--- src/rtl/fsg_pkg.sv ---
package fsg_pkg;
  typedef enum logic [1:0] {
    OP_PROG  = 2'd0,
    OP_ESECT = 2'd1,
    OP_EALL  = 2'd2,
    OP_RST   = 2'd3
  } fsg_op_e;

  typedef enum logic [1:0] {
    ST_IDLE = 2'd0,
    ST_BUSY = 2'd1,
    ST_ERR  = 2'd2
  } fsg_st_e;

  localparam int WORD_W = 16;
  localparam int POLL_HI = 15;
  localparam int POLL_LO = 7;
  localparam int FAIL_HI = 13;
  localparam int FAIL_LO = 5;

  function automatic logic [WORD_W-1:0] stat_word(input logic is_prog,
                                                  input logic [WORD_W-1:0] d,
                                                  input logic failed);
    logic [WORD_W-1:0] w;
    w = '0;
    w[POLL_HI] = is_prog & ~d[POLL_HI];
    w[POLL_LO] = is_prog & ~d[POLL_LO];
    w[FAIL_HI] = failed;
    w[FAIL_LO] = failed;
    return w;
  endfunction
endpackage

--- src/rtl/fsg_seq.sv ---
module fsg_seq
  import fsg_pkg::*;
#(
  parameter int ADDR_W = 5,
  parameter int CNT_W  = 8
) (
  input  logic              clk,
  input  logic              rst_n,
  input  logic              cmd_valid,
  input  fsg_op_e           cmd_op,
  input  logic [ADDR_W-1:0] cmd_addr,
  input  logic [WORD_W-1:0] cmd_data,
  input  logic [CNT_W-1:0]  op_len,
  input  logic [CNT_W-1:0]  tout_len,
  input  logic [WORD_W-1:0] old_word,
  output logic              busy,
  output logic              failed,
  output fsg_op_e           tgt_op,
  output logic [ADDR_W-1:0] tgt_addr,
  output logic [WORD_W-1:0] tgt_data,
  output logic              do_prog,
  output logic              do_esect,
  output logic              do_eall
);
  fsg_st_e          st_q;
  logic [CNT_W-1:0] cnt_q;
  logic accept, clear, tout_hit, len_hit, viol, done_ok;

  assign accept   = cmd_valid && st_q == ST_IDLE && cmd_op != OP_RST;
  assign clear    = cmd_valid && st_q == ST_ERR && cmd_op == OP_RST;
  assign tout_hit = st_q == ST_BUSY && cnt_q >= tout_len;
  assign len_hit  = st_q == ST_BUSY && !tout_hit && cnt_q >= op_len;
  assign viol     = tgt_op == OP_PROG && |(tgt_data & ~old_word);
  assign done_ok  = len_hit && !viol;
  assign do_prog  = done_ok && tgt_op == OP_PROG;
  assign do_esect = done_ok && tgt_op == OP_ESECT;
  assign do_eall  = done_ok && tgt_op == OP_EALL;
  assign busy     = st_q == ST_BUSY;
  assign failed   = st_q == ST_ERR;

  always_ff @(posedge clk or negedge rst_n) begin
    if (!rst_n) begin
      st_q     <= ST_IDLE;
      cnt_q    <= '0;
      tgt_op   <= OP_PROG;
      tgt_addr <= '0;
      tgt_data <= '0;
    end else begin
      case (st_q)
        ST_IDLE: if (accept) begin
          st_q     <= ST_BUSY;
          cnt_q    <= CNT_W'(1);
          tgt_op   <= cmd_op;
          tgt_addr <= cmd_addr;
          tgt_data <= cmd_data;
        end
        ST_BUSY: begin
          if (tout_hit || (len_hit && viol)) st_q <= ST_ERR;
          else if (len_hit)                  st_q <= ST_IDLE;
          else                               cnt_q <= cnt_q + CNT_W'(1);
        end
        ST_ERR: if (clear) st_q <= ST_IDLE;
        default: st_q <= ST_IDLE;
      endcase
    end
  end


  err_sticky_chk: assert property (@(posedge clk) disable iff (!rst_n)
    (failed && !(cmd_valid && cmd_op == OP_RST)) |=> failed);

  err_not_busy_chk: assert property (@(posedge clk) disable iff (!rst_n)
    !(busy && failed));

  tout_chk: assert property (@(posedge clk) disable iff (!rst_n)
    (busy && cnt_q >= tout_len) |=> failed);

  ignore_busy_chk: assert property (@(posedge clk) disable iff (!rst_n)
    busy |=> ($stable(tgt_addr) && $stable(tgt_data)));
endmodule

--- src/rtl/fsg_array.sv ---
module fsg_array
  import fsg_pkg::*;
#(
  parameter int ADDR_W = 5,
  parameter int SECT_W = 2
) (
  input  logic              clk,
  input  logic              rst_n,
  input  logic [ADDR_W-1:0] rd_addr,
  output logic [WORD_W-1:0] rd_word,
  input  logic [ADDR_W-1:0] tgt_addr,
  input  logic [WORD_W-1:0] tgt_data,
  output logic [WORD_W-1:0] tgt_word,
  input  logic              do_prog,
  input  logic              do_esect,
  input  logic              do_eall
);
  localparam int DEPTH = 1 << ADDR_W;

  logic [WORD_W-1:0] mem [DEPTH];

  assign rd_word  = mem[rd_addr];
  assign tgt_word = mem[tgt_addr];

  always_ff @(posedge clk or negedge rst_n) begin
    if (!rst_n) begin
      for (int i = 0; i < DEPTH; i++) mem[i] <= '1;
    end else begin
      for (int i = 0; i < DEPTH; i++) begin
        if (do_eall) mem[i] <= '1;
        else if (do_esect &&
                 ADDR_W'(i) >> (ADDR_W - SECT_W) == tgt_addr >> (ADDR_W - SECT_W))
          mem[i] <= '1;
        else if (do_prog && ADDR_W'(i) == tgt_addr)
          mem[i] <= mem[i] & tgt_data;
      end
    end
  end


  prog_clear_only_chk: assert property (@(posedge clk) disable iff (!rst_n)
    do_prog |=> (tgt_word & ~$past(tgt_word)) == '0);
endmodule

--- src/rtl/fsg_rdmux.sv ---
module fsg_rdmux
  import fsg_pkg::*;
#(
  parameter int ADDR_W = 5,
  parameter int SECT_W = 2
) (
  input  logic              clk,
  input  logic              rst_n,
  input  logic              busy,
  input  logic              failed,
  input  fsg_op_e           tgt_op,
  input  logic [ADDR_W-1:0] tgt_addr,
  input  logic [WORD_W-1:0] tgt_data,
  input  logic [ADDR_W-1:0] rd_addr,
  input  logic [WORD_W-1:0] arr_word,
  output logic [WORD_W-1:0] rd_data
);
  localparam int SECT_LSB = ADDR_W - SECT_W;

  logic hit, same_sect;

  assign same_sect = rd_addr[ADDR_W-1:SECT_LSB] == tgt_addr[ADDR_W-1:SECT_LSB];

  always_comb begin
    case (tgt_op)
      OP_PROG:  hit = rd_addr == tgt_addr;
      OP_ESECT: hit = !rd_addr[0] && same_sect;
      OP_EALL:  hit = !rd_addr[0];
      default:  hit = 1'b0;
    endcase
  end

  assign rd_data = ((busy || failed) && hit)
                   ? stat_word(tgt_op == OP_PROG, tgt_data, failed)
                   : arr_word;


  erase_poll_zero_chk: assert property (@(posedge clk) disable iff (!rst_n)
    (busy && tgt_op != OP_PROG && !rd_addr[0] && (tgt_op == OP_EALL || same_sect))
      |-> (!rd_data[POLL_HI] && !rd_data[POLL_LO]));
endmodule

--- src/rtl/flash_stat_gen.sv ---
module flash_stat_gen
  import fsg_pkg::*;
#(
  parameter int ADDR_W = 5,
  parameter int SECT_W = 2,
  parameter int CNT_W  = 8
) (
  input  logic              clk,
  input  logic              rst_n,
  input  logic              cmd_valid,
  output logic              cmd_ready,
  input  logic [1:0]        cmd_op,
  input  logic [ADDR_W-1:0] cmd_addr,
  input  logic [15:0]       cmd_data,
  input  logic [CNT_W-1:0]  op_len,
  input  logic [CNT_W-1:0]  tout_len,
  input  logic [ADDR_W-1:0] rd_addr,
  output logic [15:0]       rd_data,
  output logic              busy
);
  fsg_op_e           tgt_op;
  logic [ADDR_W-1:0] tgt_addr;
  logic [WORD_W-1:0] tgt_data, tgt_word, arr_word;
  logic              failed, do_prog, do_esect, do_eall;

  assign cmd_ready = 1'b1;

  fsg_seq #(.ADDR_W(ADDR_W), .CNT_W(CNT_W)) seq_i (
    .clk(clk), .rst_n(rst_n), .cmd_valid(cmd_valid), .cmd_op(fsg_op_e'(cmd_op)),
    .cmd_addr(cmd_addr), .cmd_data(cmd_data), .op_len(op_len), .tout_len(tout_len),
    .old_word(tgt_word), .busy(busy), .failed(failed), .tgt_op(tgt_op),
    .tgt_addr(tgt_addr), .tgt_data(tgt_data), .do_prog(do_prog),
    .do_esect(do_esect), .do_eall(do_eall)
  );

  fsg_array #(.ADDR_W(ADDR_W), .SECT_W(SECT_W)) arr_i (
    .clk(clk), .rst_n(rst_n), .rd_addr(rd_addr), .rd_word(arr_word),
    .tgt_addr(tgt_addr), .tgt_data(tgt_data), .tgt_word(tgt_word),
    .do_prog(do_prog), .do_esect(do_esect), .do_eall(do_eall)
  );

  fsg_rdmux #(.ADDR_W(ADDR_W), .SECT_W(SECT_W)) mux_i (
    .clk(clk), .rst_n(rst_n), .busy(busy), .failed(failed), .tgt_op(tgt_op),
    .tgt_addr(tgt_addr), .tgt_data(tgt_data), .rd_addr(rd_addr),
    .arr_word(arr_word), .rd_data(rd_data)
  );
endmodule

--- config.mk ---
export PLATFORM = sky130hd
export DESIGN_NAME = flash_stat_gen
export DESIGN_NICKNAME = d
export VERILOG_FILES = /design/src/rtl/fsg_pkg.sv /design/src/rtl/fsg_seq.sv /design/src/rtl/fsg_array.sv /design/src/rtl/fsg_rdmux.sv /design/src/rtl/flash_stat_gen.sv
export SDC_FILE = /design/constraint.sdc
export NUM_CORES = 1
export LEC_CHECK = 0
export BUFFER_PORTS_ARGS = -buffer_cell sky130_fd_sc_hd__buf_4
export CORE_MARGIN = 2
export CORE_UTILIZATION = 58
export DETAILED_ROUTE_END_ITERATION = 10
export PLACE_DENSITY = 0.75
export SETUP_SLACK_MARGIN = 0.3
export SLEW_MARGIN = 10
export SYNTH_ARGS = -nofsm -noshare
export SYNTH_HDL_FRONTEND = slang
export SYNTH_SLANG_ARGS = --single-unit
--- constraint.sdc ---
create_clock -name clk -period 14.1 [get_ports clk]
set_input_delay 4.23 -clock clk [delete_from_list [all_inputs] [get_ports clk]]
set_output_delay 4.23 -clock clk [all_outputs]
set_load 0.01 [all_outputs]
==> flow_summary.toml, run 1 <==
[run]
drv_cap = 0

[yosys]
ys.warnings.count = 0
async_reset_ff_share_pct = 100
synth.most_common_cell = "dfstp_2"
synth_area_leaders = "dfstp_2, mux4_2, o22a_1, dfrtp_1, mux2i_1"
ys_seq_area_share_pct = 47.1
yosysTopAreaCellShare_pct = 44.4
ys_types = 78
synthCells = 2185
ys_ff_latch = 545
synth_common_cells = "dfstp_2, o22a_1, mux4_2"
synth_nets = 2252
synth_top_area_cell = "dfstp_2"
synth_ff_type = "dfstp_2"
syn_avg_cell_area_um2 = 13.9
synth_edf_count = 0
synthesis.area_um2 = 30300

[placed_design]
io_buffer_count = 63
gp_congestion = 0.912
dp_hpwl_um = 56700

[layout]
finalNetCount = 2147
area_growth_pct = 7.53
drive_above_1_share_pct = 49.7
diodes = 0

[power]
leakage_nw = 11.8
power.density_nw_per_um2 = 192
peakVddDrop_v = 0.0000982

[status]
status = "complete, no violations"

[setup_path]
path_cells = "buf_6, xor2_1, nor3_1, a31oi_1, o2bb2ai_1, a31oi_1, nor2b_2, o21ai_0, buf_4"
cpMaxStageDelayCell = "nor2b_2"
cp-end-kind = "output pin"
cp_slowest_stage_delay_ns = 0.89
path_buf_inv = 2
r2r_cells = 10
crit_family = "simple AND/OR/NAND/NOR gates"
cp.depth = 9
path_max_fanout = 82
worstSetupPathType = "input pin to output pin"
cp.arrival_ns = 7.28
worstPathRequired_ns = 9.87
path_common_cell = "a31oi_1"
cp-start-kind = "input pin"

[floorplan]
die_x_um = 233
die_area_um2 = 54100
rows = 83
pin_count = 65
die_h_um = 233
initial_utilization_pct = 58.9
core_region_area_um2 = 51500

[routing]
drtPass1Iterations = 6
drt_iter0_drc = 2786
ant_nets = 0
routed_wl_um = 93900
routed_via_density = 7.76
drc = 0
num_vias = 21800
routedWlPerCell_um = 33.4

[timing]
finalSetupViolations = 0
setup_tns_ns = 0
worst_hold_slack_ns = 0.519
relSlewSlack_pct = 12.5
period_minus_slack_ns = 11.51
min_period_over_period_pct = 81.6
fmax_ghz = 0.0869
maxSlewViolCount = 0
worst_slew_pin_slew_ns = 1.31
worst_clock_skew_ns = 0.0269
rsz0062_at_grt = "no"
hold_viol_final = 0

[grt]
grt_antenna_before_repair = 1
grt_max_degree = 201
overflow = 0
grt_pass1_vias = 21700
grt_pass1_wl_um = 141000
track_usage_pct = 35.3

[clocking]
post_cts_buffers = 0
cts_max_level = 2
root_buffer = "clkbuf_16"
holdBufCountCts = 0
cts_sinks = 545
cts_resized = 0
numCtsBuffers = 57
insertion_delay_ns = 0.64
clkSlewWorstSetupHoldPaths_ns = 0.06
tritoncts = "built"
cts_buffer_depth = 3

[hold_path]
min_path_cells = 1
hp-class = "register to register"
[registers in the layout (all words and copies together) (netlist names)]
name,count
seq_i.st_q,2
seq_i.cnt_q,8
seq_i.tgt_addr,5
arr_i.mem,512
seq_i.tgt_op,2
seq_i.tgt_data,16
[worst paths after layout]
kind                                               start                        endpoint  slack [ns]
max in group asynchronous                          rst_n   seq_i.tgt_addr[4]$_DFFE_PN0P_        8.05
min in group asynchronous                          rst_n  seq_i.tgt_data[12]$_DFFE_PN0P_        3.68
max                                           rd_addr[1]                      rd_data[5]        2.59
min                           arr_i.mem[266]$_DFFE_PN1P_      arr_i.mem[266]$_DFFE_PN1P_        0.52
max reg2reg                seq_i.tgt_addr[1]$_DFFE_PN0P_      arr_i.mem[292]$_DFFE_PN1P_        7.86
min reg2reg                   arr_i.mem[266]$_DFFE_PN1P_      arr_i.mem[266]$_DFFE_PN1P_        0.52
[layout by cell type (no fill, tap or decap), types with 23 or more instances in the layout]
master and instances:
clkbuf_16 59, inv_1 23, o22a_1 449, dfstp_2 512, nor2_1 52, or4_1 25, o32a_1 65, mux2_2 40
mux2i_1 77, o21ai_0 24, nand3_1 41, buf_4 129, nand2_1 68, mux4_2 252, dfrtp_1 29
[per-layer routing]
layer	track usage [%]	vias to the layer above	share of wire, %
met1	47.0	11400	36
met2	51.8	1453	45
li1	-	8598	-
met5	0	-	0.013
met4	21.4	2	6.9
met3	10.1	375	12
[cells by family (layout without fill, tap and decap cells)]
| kind of cell | Yosys count | in the layout | share of synthesized area [%] |
|---|---|---|---|
| AOI/OAI and AO/OA | 645 | 645 | 18.2 |
| DFF | 545 | 545 | 47.1 |
| adders and majority gates | 20 | 20 | 0.825 |
| buffers and inverters | 323 | 266 | 5.83 |
| muxes | 372 | 372 | 23.0 |
| and+or+nand+nor | 275 | 275 | 4.90 |
| other | 1 | 1 | 0.0124 |
| xor gates and xnor gates | 4 | 4 | 0.116 |
[area by class of cell]
cell class / count / area (µm²)
flip-flops and latches: 545 / 14300
clock buffers: 87 / 1720
multi-input cells: 1317 / 14300
clock inverters: 20 / 260
inverters: 25 / 93.8
fillers: 3788 / 18900
repair buffers: 134 / 1050
well taps: 680 / 851
[worst register-to-register path: stages (launching register included)]
cell and delay, ns:
dfrtp_4 0.78, buf_4 0.71, buf_4 0.84, mux4_2 0.46, mux2_2 0.28, a2111oi_1 1.14, a41o_1 0.20, nor4_2 0.06
nand3_2 0.33, or4b_1 1.08, o22a_1 0.31
[metrics by stage]
stage	worst slack [ns]	std cells	util, %	total power, W	instance area, µm²
after floorplan	3.39	2185	-	0.00400	30300
after global placement	2.63	2701	59.5	0.00454	30600
after detailed placement	2.65	2701	59.5	0.00462	30600
after CTS	2.65	2808	63.3	0.00620	32600
after global routing	2.46	2808	63.3	0.00647	32600
final	2.59	2808	63.3	0.00626	32600
[report_power, final]
part / leakage, nW / internal (W) / total, W / switching, W
clock: 0.981 / 0.000948 / 0.00159 / 0.000641
combinational: 5.12 / 0.000987 / 0.00227 / 0.00128
sequential: 5.70 / 0.00207 / 0.00240 / 0.000328
total: 11.8 / 0.00400 / 0.00626 / 0.00225
Note: power is estimated with default switching activity, not from simulation.
==> inputs of run 2 (changes only) <==
- clock period: 14.1 -> 12.1 ns (I/O delays scaled with it)
==> flow_summary.toml, run 2 (synthesis results as in run 1) <==
[floorplan]
die_x_um = 233
rows = 83
die_area_um2 = 54100
initial_utilization_pct = 58.9
die_h_um = 233
pin_count = 65
core_region_area_um2 = 51500

[layout]
drive_above_1_share_pct = 50.0
finalNetCount = 2154
area_growth_pct = 7.55
regMostFlops = "arr_i.mem"
final_cell_mix = "dfstp_2, o22a_1, mux4_2"
largest_register_ffs = 512
top_regs = "arr_i.mem x512, seq_i.tgt_data x16, seq_i.cnt_q x8"
diodes = 0
mostFrequentLayoutCell = "dfstp_2"
stdcell_area_um2 = 32600
n_fill_cell = 3794

[routing]
drtPass1Iterations = 6
num_vias = 21800
drt_iter0_drc = 2830
ant_nets = 0
drc = 0
routed_via_density = 7.75
routedWlPerCell_um = 33.5
routed_wl_um = 94100

[clocking]
cts_buffer_depth = 3
holdBufCountCts = 0
root_buffer = "clkbuf_16"
cts_max_level = 2
cts_sinks = 545
tritoncts = "built"
clkSlewWorstSetupHoldPaths_ns = 0.06
numCtsBuffers = 56
insertion_delay_ns = 0.64
post_cts_buffers = 0
cts_resized = 0

[placed_design]
io_buffer_count = 63
place_area_um2 = 30700
place_ws_ns = 1.97
gp_congestion = 0.924
dp_hpwl_um = 57200

[setup_path]
cp.arrival_ns = 6.47
worstPathRequired_ns = 8.47
path_cells = "clkbuf_8, buf_4, mux4_2, mux4_2, mux2i_1, nor2_1, buf_4"
crit_family = "multiplexers"
cpMaxStageDelayCell = "clkbuf_8"
worstSetupPathType = "input pin to output pin"
cp-start-kind = "input pin"
cp-end-kind = "output pin"
cp_slowest_stage_delay_ns = 0.59
r2r_slack_ns = 6.00
path_max_fanout = 56
path_buf_inv = 3

[power]
intPower_w = 0.00461
switching_share_pct = 36.3
p_clk_share_pct = 24.6
leakage_nw = 11.8
peakVddDrop_v = 0.000158
power_frac_comb_pct = 37.1
power.density_nw_per_um2 = 222
power_frac_seq_pct = 38.3
switchingPower_w = 0.00263

[status]
status = "complete, no violations"

[timing]
fmax_ghz = 0.0990
setup_tns_ns = 0
min_period_over_period_pct = 83.5
finalSetupViolations = 0
relSlewSlack_pct = 15.4
maxSlewViolCount = 0
worst_clock_skew_ns = 0.0257
hold_viol_final = 0
period_minus_slack_ns = 10.10
worst_hold_slack_ns = 0.519
worst_slack_ns = 2.00
worst_slew_pin_slew_ns = 1.27
rsz0062_at_grt = "no"

[grt]
grt_pass1_vias = 22000
track_usage_pct = 35.6
grt_pass1_wl_um = 142000
grt_antenna_before_repair = 1
overflow = 0
grt_max_degree = 201

[hold_path]
hp-class = "register to register"

[run]
drv_cap = 0
run 2: changes by cell type in the layout (fill, tap and decap cells not counted), sizes merged:
cell	delta
clkbuf	+2
inv	-1
clkinv	-2
buf	+8
bufinv	-4
clkinvlp	+1
run 2: area by class of cell:
| type | count | area [µm²] | area share (%) |
|---|---|---|---|
| Multi-Input combinational cell | 1317 | 14300 | 44.0 |
| Sequential cell | 545 | 14300 | 43.8 |
| Clock buffer | 89 | 1770 | 5.42 |
| Timing Repair Buffer | 142 | 1130 | 3.48 |
| Tap cell | 680 | 851 | 2.61 |
| Clock inverter | 14 | 136 | 0.418 |
| Inverter | 25 | 93.8 | 0.288 |
run 2: worst paths after layout:
| check | startpoint | endpoint | cells past startpoint |
|---|---|---|---|
| min | arr_i.mem[343]$_DFFE_PN1P_ | arr_i.mem[343]$_DFFE_PN1P_ | 1 |
| min in group asynchronous | rst_n | seq_i.tgt_data[14]$_DFFE_PN0P_ | 1 |
| min reg2reg | arr_i.mem[343]$_DFFE_PN1P_ | arr_i.mem[343]$_DFFE_PN1P_ | 1 |
| max reg2reg | seq_i.tgt_addr[0]$_DFFE_PN0P_ | arr_i.mem[79]$_DFFE_PN1P_ | 10 |
| max in group asynchronous | rst_n | seq_i.tgt_addr[4]$_DFFE_PN0P_ | 2 |
| max | rd_addr[0] | rd_data[6] | 7 |
run 2: metal layers:
layer	global-route usage (%)	share of wire [%]	vias to the layer above
met3	10.1	12	373
li1	-	-	8607
met4	20.7	6.9	2
met1	48.2	37	11400
met2	51.6	44	1398
met5	0	0.016	-
run 2: power by group through the flow:
stage                     Clock [W]  Sequential, W  Combinational, W
after CTS                   0.00179        0.00276           0.00262
after detailed placement          0        0.00279           0.00261
after global routing        0.00187        0.00283           0.00281
after global placement            0        0.00275           0.00255
final                       0.00178        0.00278           0.00269
after floorplan                   0        0.00260           0.00206
run 2: through the flow:
| step | total power, W | util, % | cells |
|---|---|---|---|
| final | 0.00725 | 63.3 | 2812 |
| after detailed placement | 0.00540 | 59.6 | 2709 |
| after global routing | 0.00750 | 63.3 | 2812 |
| after global placement | 0.00530 | 59.6 | 2709 |
| after floorplan | 0.00466 | - | 2185 |
| after CTS | 0.00717 | 63.3 | 2812 |
